File: src/rtl/exc_vec_pkg.sv
package exc_vec_pkg;
  localparam logic [2:0] M_NS_USR = 3'd0;
  localparam logic [2:0] M_NS_KRN = 3'd1;
  localparam logic [2:0] M_HYP    = 3'd2;
  localparam logic [2:0] M_S_USR  = 3'd3;
  localparam logic [2:0] M_S_KRN  = 3'd4;
  localparam logic [2:0] M_MON    = 3'd5;

  localparam logic [2:0] X_RESET = 3'd0;
  localparam logic [2:0] X_UNDEF = 3'd1;
  localparam logic [2:0] X_HVC   = 3'd5;

  localparam logic [1:0] B_GUEST = 2'd0;
  localparam logic [1:0] B_HYP   = 2'd1;
  localparam logic [1:0] B_MON   = 2'd2;

  localparam int NUM_BASE = 3;

  function automatic logic is_secure(input logic [2:0] m);
    return m >= M_S_USR;
  endfunction
endpackage

File: src/rtl/exc_vec_bank.sv
module exc_vec_bank
  import exc_vec_pkg::*;
#(
  parameter int AW    = 32,
  parameter int ALIGN = 5
) (
  input  logic          clk,
  input  logic          rst,
  input  logic [2:0]    cur_mode,
  input  logic          wr_en,
  input  logic [1:0]    wr_sel,
  input  logic [AW-1:0] wr_data,
  input  logic          hen_wr,
  input  logic          hen_val,
  input  logic [1:0]    rd_sel,
  output logic [AW-1:0] guest_base,
  output logic [AW-1:0] hyp_base,
  output logic [AW-1:0] mon_base,
  output logic          hyp_on,
  output logic          wr_bad,
  output logic [AW-1:0] rd_base
);
  localparam int HW = AW - ALIGN;

  logic [HW-1:0] base_q [NUM_BASE];
  logic          wr_ok;
  logic          hen_q;

  always_comb begin
    unique case (wr_sel)
      B_GUEST: wr_ok = (cur_mode != M_NS_USR) && (cur_mode != M_S_USR);
      B_HYP:   wr_ok = (cur_mode == M_HYP) || (cur_mode == M_MON);
      B_MON:   wr_ok = (cur_mode == M_MON);
      default: wr_ok = 1'b0;
    endcase
  end

  assign wr_bad = wr_en && !wr_ok;

  for (genvar i = 0; i < NUM_BASE; i++) begin : g_base
    always_ff @(posedge clk) begin
      if (rst)
        base_q[i] <= '0;
      else if (wr_en && wr_ok && (wr_sel == 2'(i)))
        base_q[i] <= wr_data[AW-1:ALIGN];
    end
  end

  always_ff @(posedge clk) begin
    if (rst)
      hen_q <= 1'b0;
    else if (hen_wr && ((cur_mode == M_S_KRN) || (cur_mode == M_MON)))
      hen_q <= hen_val;
  end

  always_ff @(posedge clk) begin
    if (rst)
      rd_base <= '0;
    else if (rd_sel == 2'd3)
      rd_base <= '0;
    else
      rd_base <= {base_q[rd_sel], {ALIGN{1'b0}}};
  end

  assign guest_base = {base_q[0], {ALIGN{1'b0}}};
  assign hyp_base   = {base_q[1], {ALIGN{1'b0}}};
  assign mon_base   = {base_q[2], {ALIGN{1'b0}}};
  assign hyp_on     = hen_q;

  // a monitor base write from any other mode leaves it unchanged
  assert_mon_guard_R8: assert property (@(posedge clk) disable iff (rst)
    (wr_en && (wr_sel == B_MON) && (cur_mode != M_MON)) |=> $stable(mon_base));

  // the enable bit only rises after a write from secure kernel or monitor
  assert_hyp_enable_R6: assert property (@(posedge clk) disable iff (rst)
    $rose(hyp_on) |-> $past(hen_wr && ((cur_mode == M_S_KRN) || (cur_mode == M_MON))));
endmodule

File: src/rtl/exc_vec_route.sv
module exc_vec_route
  import exc_vec_pkg::*;
#(
  parameter int AW    = 32,
  parameter int EC_W  = 6,
  parameter int IMM_W = 16
) (
  input  logic [2:0]          cur_mode,
  input  logic                exc_req,
  input  logic [2:0]          exc_type,
  input  logic [IMM_W-1:0]    hvc_imm,
  input  logic                trap_req,
  input  logic [EC_W-1:0]     trap_ec,
  input  logic [EC_W-1:0]     hvc_ec,
  input  logic                wr_bad,
  input  logic                hyp_on,
  input  logic [AW-1:0]       guest_base,
  input  logic [AW-1:0]       hyp_base,
  input  logic [AW-1:0]       mon_base,
  output logic                fire,
  output logic [2:0]          tgt,
  output logic [AW-1:0]       addr,
  output logic                syn_load,
  output logic [EC_W+IMM_W-1:0] syn_val
);
  logic [2:0]    slot;
  logic [AW-1:0] base;
  logic          use_ctx;
  logic          guest_hvc;
  logic          trap_take;

  assign guest_hvc = hyp_on && (cur_mode == M_NS_KRN);
  assign trap_take = trap_req && guest_hvc;

  always_comb begin
    fire     = 1'b0;
    slot     = X_RESET;
    use_ctx  = 1'b0;
    tgt      = M_MON;
    base     = mon_base;
    syn_load = 1'b0;
    syn_val  = '0;
    if (exc_req && (exc_type == X_RESET)) begin
      fire = 1'b1;
    end else if (wr_bad) begin
      fire    = 1'b1;
      slot    = X_UNDEF;
      use_ctx = 1'b1;
    end else if (exc_req) begin
      fire = 1'b1;
      if (exc_type == X_HVC && cur_mode != M_HYP && !guest_hvc) begin
        slot    = X_UNDEF;
        use_ctx = 1'b1;
      end else if (exc_type == X_HVC && guest_hvc) begin
        slot     = X_HVC;
        tgt      = M_HYP;
        base     = hyp_base;
        syn_load = 1'b1;
        syn_val  = {hvc_ec, hvc_imm};
      end else begin
        slot    = exc_type;
        use_ctx = 1'b1;
      end
    end else if (trap_take) begin
      fire     = 1'b1;
      slot     = X_HVC;
      tgt      = M_HYP;
      base     = hyp_base;
      syn_load = 1'b1;
      syn_val  = {trap_ec, {IMM_W{1'b0}}};
    end

    if (use_ctx) begin
      if (cur_mode == M_HYP) begin
        tgt  = M_HYP;
        base = hyp_base;
      end else if (is_secure(cur_mode)) begin
        tgt  = M_MON;
        base = mon_base;
      end else begin
        tgt  = M_NS_KRN;
        base = guest_base;
      end
    end
  end

  assign addr = base | {{(AW-5){1'b0}}, slot, 2'b00};
endmodule

File: src/rtl/exc_vec_synd.sv
module exc_vec_synd #(
  parameter int SW = 22
) (
  input  logic          clk,
  input  logic          rst,
  input  logic          load,
  input  logic [SW-1:0] val,
  output logic [SW-1:0] syn
);
  always_ff @(posedge clk) begin
    if (rst)
      syn <= '0;
    else if (load)
      syn <= val;
  end
endmodule

File: src/rtl/exc_vector_router.sv
module exc_vector_router
  import exc_vec_pkg::*;
#(
  parameter int AW    = 32,
  parameter int ALIGN = 5,
  parameter int EC_W  = 6,
  parameter int IMM_W = 16,
  parameter logic [EC_W-1:0] HVC_EC = 'h12
) (
  input  logic                    clk,
  input  logic                    rst,
  input  logic [2:0]              cur_mode,
  input  logic                    exc_req,
  input  logic [2:0]              exc_type,
  input  logic [IMM_W-1:0]        hvc_imm,
  input  logic                    trap_req,
  input  logic [EC_W-1:0]         trap_ec,
  input  logic                    wr_en,
  input  logic [1:0]              wr_sel,
  input  logic [AW-1:0]           wr_data,
  input  logic                    hen_wr,
  input  logic                    hen_val,
  input  logic [1:0]              rd_sel,
  output logic                    vec_valid,
  output logic [2:0]              tgt_mode,
  output logic [AW-1:0]           vec_addr,
  output logic                    access_fault,
  output logic [EC_W+IMM_W-1:0]   syndrome,
  output logic                    hyp_on,
  output logic [AW-1:0]           rd_base
);
  localparam int SW = EC_W + IMM_W;

  logic [AW-1:0] guest_base, hyp_base, mon_base;
  logic          wr_bad;
  logic          fire, syn_load;
  logic [2:0]    tgt;
  logic [AW-1:0] addr;
  logic [SW-1:0] syn_val;

  exc_vec_bank #(.AW(AW), .ALIGN(ALIGN)) u_bank (
    .clk(clk), .rst(rst), .cur_mode(cur_mode),
    .wr_en(wr_en), .wr_sel(wr_sel), .wr_data(wr_data),
    .hen_wr(hen_wr), .hen_val(hen_val), .rd_sel(rd_sel),
    .guest_base(guest_base), .hyp_base(hyp_base), .mon_base(mon_base),
    .hyp_on(hyp_on), .wr_bad(wr_bad), .rd_base(rd_base)
  );

  exc_vec_route #(.AW(AW), .EC_W(EC_W), .IMM_W(IMM_W)) u_route (
    .cur_mode(cur_mode), .exc_req(exc_req), .exc_type(exc_type),
    .hvc_imm(hvc_imm), .trap_req(trap_req), .trap_ec(trap_ec),
    .hvc_ec(HVC_EC), .wr_bad(wr_bad), .hyp_on(hyp_on),
    .guest_base(guest_base), .hyp_base(hyp_base), .mon_base(mon_base),
    .fire(fire), .tgt(tgt), .addr(addr),
    .syn_load(syn_load), .syn_val(syn_val)
  );

  exc_vec_synd #(.SW(SW)) u_synd (
    .clk(clk), .rst(rst), .load(syn_load), .val(syn_val), .syn(syndrome)
  );

  always_ff @(posedge clk) begin
    if (rst) begin
      vec_valid    <= 1'b0;
      tgt_mode     <= M_NS_USR;
      vec_addr     <= '0;
      access_fault <= 1'b0;
    end else begin
      vec_valid    <= fire;
      tgt_mode     <= fire ? tgt : M_NS_USR;
      vec_addr     <= fire ? addr : '0;
      access_fault <= wr_bad && !(exc_req && (exc_type == X_RESET));
    end
  end

  // a fault always comes with an undefined-instruction vector
  assert_fault_undef_R8: assert property (@(posedge clk) disable iff (rst)
    access_fault |-> (vec_valid && (vec_addr[4:0] == 5'h04)));

  // hypervisor mode only targeted when enabled or already there
  assert_hyp_gate_R3: assert property (@(posedge clk) disable iff (rst)
    (vec_valid && (tgt_mode == M_HYP)) |-> ($past(hyp_on) || ($past(cur_mode) == M_HYP)));

  // syndrome moves only together with a hypervisor entry
  assert_syn_hold_R10: assert property (@(posedge clk) disable iff (rst)
    !$stable(syndrome) |-> (vec_valid && (tgt_mode == M_HYP)));

  // every exception request yields a vector one clock later
  assert_latency_R11: assert property (@(posedge clk) disable iff (rst)
    ($past(exc_req) && !$past(rst)) |-> vec_valid);
endmodule

File: config.mk
export PLATFORM = sky130hd
export DESIGN_NAME = exc_vector_router
export DESIGN_NICKNAME = d
export VERILOG_FILES = /design/src/rtl/exc_vec_pkg.sv /design/src/rtl/exc_vec_bank.sv /design/src/rtl/exc_vec_route.sv /design/src/rtl/exc_vec_synd.sv /design/src/rtl/exc_vector_router.sv
export SDC_FILE = /design/constraint.sdc
export NUM_CORES = 1
export LEC_CHECK = 0
export ABC_CLOCK_PERIOD_IN_PS = 2000
export BUFFER_PORTS_ARGS = -buffer_cell sky130_fd_sc_hd__buf_2
export CORE_MARGIN = 3
export CORE_UTILIZATION = 45
export DETAILED_ROUTE_END_ITERATION = 12
export HOLD_SLACK_MARGIN = 0.03
export PLACE_DENSITY = 0.7
export SLEW_MARGIN = 15
export SYNTH_ARGS = -nofsm -noshare
export SYNTH_HDL_FRONTEND = slang
export SYNTH_SLANG_ARGS = --single-unit
File: constraint.sdc
create_clock -name clk -period 2 [get_ports clk]
set_input_delay 0.4 -clock clk [delete_from_list [all_inputs] [get_ports clk]]
set_output_delay 0.4 -clock clk [all_outputs]
set_load 0.1 [all_outputs]
* Word-level counts from Yosys, hierarchy flattened *
Memory sizes are Yosys's and may differ from the RTL's. A register that Yosys moved wholly into a read port is not among the register bits.
Cells that the tools add are included.

cells by class
  $lt $le $gt $ge = 1
  equal/unequal tests = 10
  mux-type cells = 59
  bitwise logic cells = 5
  reduce and logical (&&, ||, !) cells = 24

operators by type and width
  operator              count
  $mux W32              9
  $mux W22              5
  $mux W27              3
  $mux W3               15
  $or A32 B5 Y32        1
  $mux W1               25
  $mux W21              1
  $logic_and A1 B1 Y1   14
  $eq A3 B3 Y1 const B  3
  $ne A3 B2 Y1 const B  2
  $eq A2 B2 Y1 const B  2
  $reduce_or A2 Y1      2
  $eq A3 B1 Y1 const B  1
  $eq A3 B2 Y1 const B  1
  $ge A3 B2 Y1 const B  1
  $logic_not A1 Y1      3
  $logic_not A3 Y1      1
  $or A1 B1 Y1          3
  $pmux W1 S3           1
  $reduce_bool A3 Y1    1
  $eq A2 B1 Y1 const B  1
  $logic_not A2 Y1      1
  $logic_or A1 B1 Y1    2
  $not A1 Y1            1

storage, ports and cells
  register bits after elaboration = 65
  memory bits (writable) = 81
  output and inout port bits = 92
  word-level logic and storage cells = 107
  memories kept = 1

memory list
  memory         words  bits a word  rd ports  clocked after memory_dff  write ports  RTL line            RTL
  u_bank.base_q  3      27           4         1                         3            exc_vec_bank.sv:25  logic [HW-1:0] base_q [NUM_BASE];

* Logic depth before layout (Yosys ltp) *
  word-level depth = 10
  gate-level depth with buffers = 8

* By module *
A second synthesis with hierarchy kept.

second synthesis, totals
  cell total of the unflattened synthesis = 724
  area total of the unflattened synthesis = 7972.6 µm²

modules (own cells, without submodules)
  module             instances  cells each  area an instance (µm²)  sequential area each (µm²)
  exc_vec_bank       1          402         4839.6                  2992.9
  exc_vec_route      1          171         1281.2                  0.0
  exc_vector_router  1          80          1049.8                  740.7
  exc_vec_synd       1          71          802.0                   440.4

* Worst setup path after synthesis *
No wires, ideal clock.

  path kind = register to register
  start point = register u_bank.hen_q, in the netlist u_bank.hyp_on
  end point = register vec_addr[12]
  library setup time = 0.119 ns
  arrival = 2.195 ns
  slack = -0.314 ns
  cell stages (with the launch flop) = 7
  buffers on the path = 1
  period minus slack after synthesis = 2.314 ns
  path through = dfxtp_1 -> nand4bb_4 -> a21oi_2 -> a21boi_4 -> a21oi_4 -> buf_6 -> o221a_1

between the ends
  longest elaborated chain between the ends = 9
  elaborated cells on any way between the ends = 24

ends and longest elaborated chain
  what                                                     RTL line                                  RTL
  start: declaration                                       exc_vec_bank.sv:27                        logic hen_q;
  start signal: assignment                                 exc_vec_bank.sv:53                        hen_q <= hen_val;
  $logic_and A1 B1 Y1 (*)                                  exc_vec_route.sv:32                       assign guest_hvc = hyp_on && (cur_mode == M_NS_KRN);
  $logic_and A1 B1 Y1 or $logic_not A1 Y1 (tied branches)  exc_vec_route.sv:54, exc_vec_route.sv:51
  $mux W32, or another cell as far along                   exc_vec_route.sv:54                       end else if (exc_type == X_HVC && guest_hvc) begin
  $mux W32 or $mux W1 (tied branches)                      exc_vec_route.sv:51                       if (exc_type == X_HVC && cur_mode != M_HYP && !guest_hvc) begin
  $mux W32 or $mux W1 (tied branches)                      exc_vec_route.sv:49                       end else if (exc_req) begin
  $mux W32 or $mux W1 (tied branches)                      exc_vec_route.sv:45                       end else if (wr_bad) begin
  $mux W32 or $mux W1 (tied branches)                      exc_vec_route.sv:43                       if (exc_req && (exc_type == X_RESET)) begin
  $mux W32                                                 exc_vec_route.sv:73                       if (use_ctx) begin
  $or A32 B5 Y32                                           exc_vec_route.sv:87                       assign addr = base | {{(AW-5){1'b0}}, slot, 2'b00};
  end signal: assignment                                   exc_vector_router.sv:71                   vec_addr <= fire ? addr : '0;
  end: declaration                                         exc_vector_router.sv:26                   output logic [AW-1:0] vec_addr,

Mark *: on every way between the ends. The rest lies on a longest branch, timed or not.
A chain may end at the register's enable or synchronous reset.

* Final worst setup path *
  start point = input cur_mode[2]
  end point = register u_synd.syn[21]

between the ends
  longest elaborated chain between the ends = 8
  elaborated cells on any way between the ends = 27

ends and longest elaborated chain
  what                                                     RTL line                                  RTL
  start: declaration                                       exc_vector_router.sv:12                   input logic [2:0] cur_mode,
  $eq A3 B1 Y1                                             exc_vec_route.sv:32
  $logic_and A1 B1 Y1                                      exc_vec_route.sv:32
  $logic_and A1 B1 Y1 or $logic_not A1 Y1 (tied branches)  exc_vec_route.sv:54, exc_vec_route.sv:51
  $mux W1 or $logic_and A1 B1 Y1 (tied branches)           exc_vec_route.sv:54, exc_vec_route.sv:51
  $mux W1                                                  exc_vec_route.sv:51
  $mux W1                                                  exc_vec_route.sv:49
  $mux W1                                                  exc_vec_route.sv:45
  $mux W1                                                  exc_vec_route.sv:43
  end signal: assignment                                   exc_vec_synd.sv:14                        syn <= val;
  end: declaration                                         exc_vec_synd.sv:8                         output logic [SW-1:0] syn

Parallel ways exist; a longest one is shown, timed or not.

==> run metrics <==
CP max FO 22; status completed; fillers 1255; Starting Density a little under half; dpl hpwl around 13 mm; Tmin final 1760 ps; ANT nets after route 0; Tightest Hold Check Type input pin to flip-flop; Max VDD drop 0.000632 V; asr flop ratio synth 0%; num rows 45; initial antenna violation count 3; synth top area cells edfxtp_1 35%, dfxtp_1 24%, and2_1 7.3%, a21oi_1 5.2%, mux2i_1 4.0%; internal power around 6 mW; CP endpoint kind flip-flop; detailed-route wire length per cell 17.5 um; fin crit share 88.2%; leakage 3.91 nW; setup TNS 0 ps; Tot GR Track Use about 22%; die area 17100 um2; Psw 2.61 mW; Iter 0 DRT Violations 350; RSZ-0062 raised after global routing false; H-tree depth 4; dpl cell area approximately 8500 um2; Max Slew Vio Count 0; Final Cell Area approximately 9000 um2; sw frac 30.4%; sequential element share of the synthesized area 58.9%; Congestion Overflow GR 0; die height approximately 130 um; Synth cell types 54; routed vias/inst 5.25; CP max stage delay 360 ps; crit path buf inv count 4; 1st-pass router iterations 5; most frequent cells in the layout 150 x buf_2, 84 x dfxtp_1, 82 x and2_1; total power 8.59 mW; number of enable flip-flop cells after synthesis slightly above 80; Vias 5546; Antenna diodes 0; commonest non-fill, non-tap cell in the layout buf_2; area of the multi-input gates roughly 2600 um2; nets roughly 900; Placement Setup Slack -299 ps; family with the most delay on the worst path buffers and inverters; CP arrival 2110 ps; worst-skew pair later-pin latency about 430 ps; final worst setup slack 235 ps; Max Cap Viol 0; Worst path most repeated cell buf_4; CTS buffer count 17; final WL 18.5 mm; Fin. Hold Viols 0; largest net degree at the start of global routing 30; Worst path slowest cell nor4b_4; Util after Layout 59.2%; number of global-route vias before repair roughly 5600; actual slew at the worst max-slew pin between 600 and 700 ps; DRC Markers 0; clk sinks 166; element type at the critical path start input pin; die width 131 um; first-pass GRT wire length 28.4 mm; Top Ports 163; port buffer count 150; Worst-path clk slew 60 ps; Logic pwr share 18.4%; maximum clock frequency 567 MHz; synthesized cell area 7020 um2; largest buffer count on any clock path 2; Yosys reg bits between 150 and 200; average size of a mapped cell 10.9 um2; Area Overhead vs Synth 28.7%; pwr/cell area 951 nW/um2; Core Footprint approximately 15000 um2; synth warn 0; root buffer cell clkbuf_16; final setup fails 0; Seq. cell area between 4000 and 5000 um2; Setup Buffers After CTS 0; Post-synth top flop dfxtp_1; Placer Congestion about 0.8; clock power share between 30 and 40%; share of cells above drive strength 1 31.8%; TritonCTS clock tree done; Flop pwr share 45.0%; kind of critical path input pin to flip-flop; worst rel slew slack 59.7%; clock skew 13.9 ps; CP cell instances buf_2, buf_12, nor4b_4, nor3b_2, buf_4, a21boi_4, buf_4, nand3_1, a21oi_1; cell count after synthesis approximately 640; top-area cell type share of the netlist area 34.6%; WP data required 2350 ps; area leader, netlist edfxtp_1
-- layer usage --
layer,up-vias,part of all wire (%),GRT usage [%]
met2,219,50,37.8
met5,-,0.16,0
met1,2665,40,25.6
li1,2623,-,-
met4,6,1.9,8.71
met3,33,7.5,6.18
-- synth_stat cells (all sizes together) (3+ instances only) --
master	count
buf	32
nor2	72
nor3b	4
edfxtp	81
o21ai	5
a22o	3
and2	82
mux2i	28
inv	30
a22oi	3
nand2	28
nand3	23
dfxtp	85
clkbuf	15
a21oi	75
a211oi	4
a2111oi	3
nor3	6
o211ai	4
o221a	22
o21a	5
nor4b	3
nand2b	6
-- sequential cells by signal, indices dropped and copies added (netlist names) --
signal and flops:
vec_valid 1, tgt_mode 3, u_synd.syn 22, u_bank.base_q 81
u_bank.rd_base 27, access_fault 1, vec_addr 30, u_bank.hyp_on 1
-- power groups by stage --
stage	Clock, mW	Sequential (mW)	Combinational [mW]
floorplan	0	4.62	0.458
global placement	0	3.92	1.56
detailed placement	0	3.93	1.58
CTS	3.18	3.86	1.58
global route	3.33	3.88	1.66
finish	3.15	3.87	1.58
-- layout make-up --
type / count / area share [%]
sequential: 166 / 45.7
multi-input combinational: 406 / 28.5
timing repair buffer: 211 / 15.2
clock buffer: 24 / 5.73
tap: 211 / 2.92
inverter: 30 / 1.25
clock inverter: 8 / 0.651
-- metrics by stage --
| step | cells | hold WS, ps |
|---|---|---|
| finish | 1056 | 223 |
| floorplan | 649 | 473 |
| detailed placement | 1024 | 441 |
| global route | 1056 | 226 |
| CTS | 1056 | 211 |
| global placement | 1024 | 435 |
-- kinds of logic (layout without fill, tap and decap cells) --
group | count (synthesis) | count (layout) | share of synthesized area [%]
buf+inv | 77 | 273 | 5.19
mux | 28 | 28 | 3.99
simple gates | 236 | 236 | 18.2
compound gates | 135 | 135 | 13.7
flops | 166 | 166 | 58.9
other cells | 1 | 7 | 0.0534
-- worst min-delay path, delay by kind of cell --
family,cells,cell delay [ps]
buffers and inverters,1,80
AND/OR/NAND/NOR,1,70
multiplexers,1,60
-- path summary, 6_finish.rpt --
kind                 start              to  slack, ps  cells past startpoint
min reg2reg  u_synd.syn[1]   u_synd.syn[1]        450                      2
max            cur_mode[2]  u_synd.syn[21]        240                      9
min                hen_val   u_bank.hyp_on        220                      3
max reg2reg  u_bank.hyp_on    vec_addr[12]        340                      7
-- timing repair --
action	in CTS	in global routing
endpoints found under the setup margin	0	27
gates resized for setup	0	1
hold buffers	0	0
Note: power is estimated with default switching activity, not from simulation.
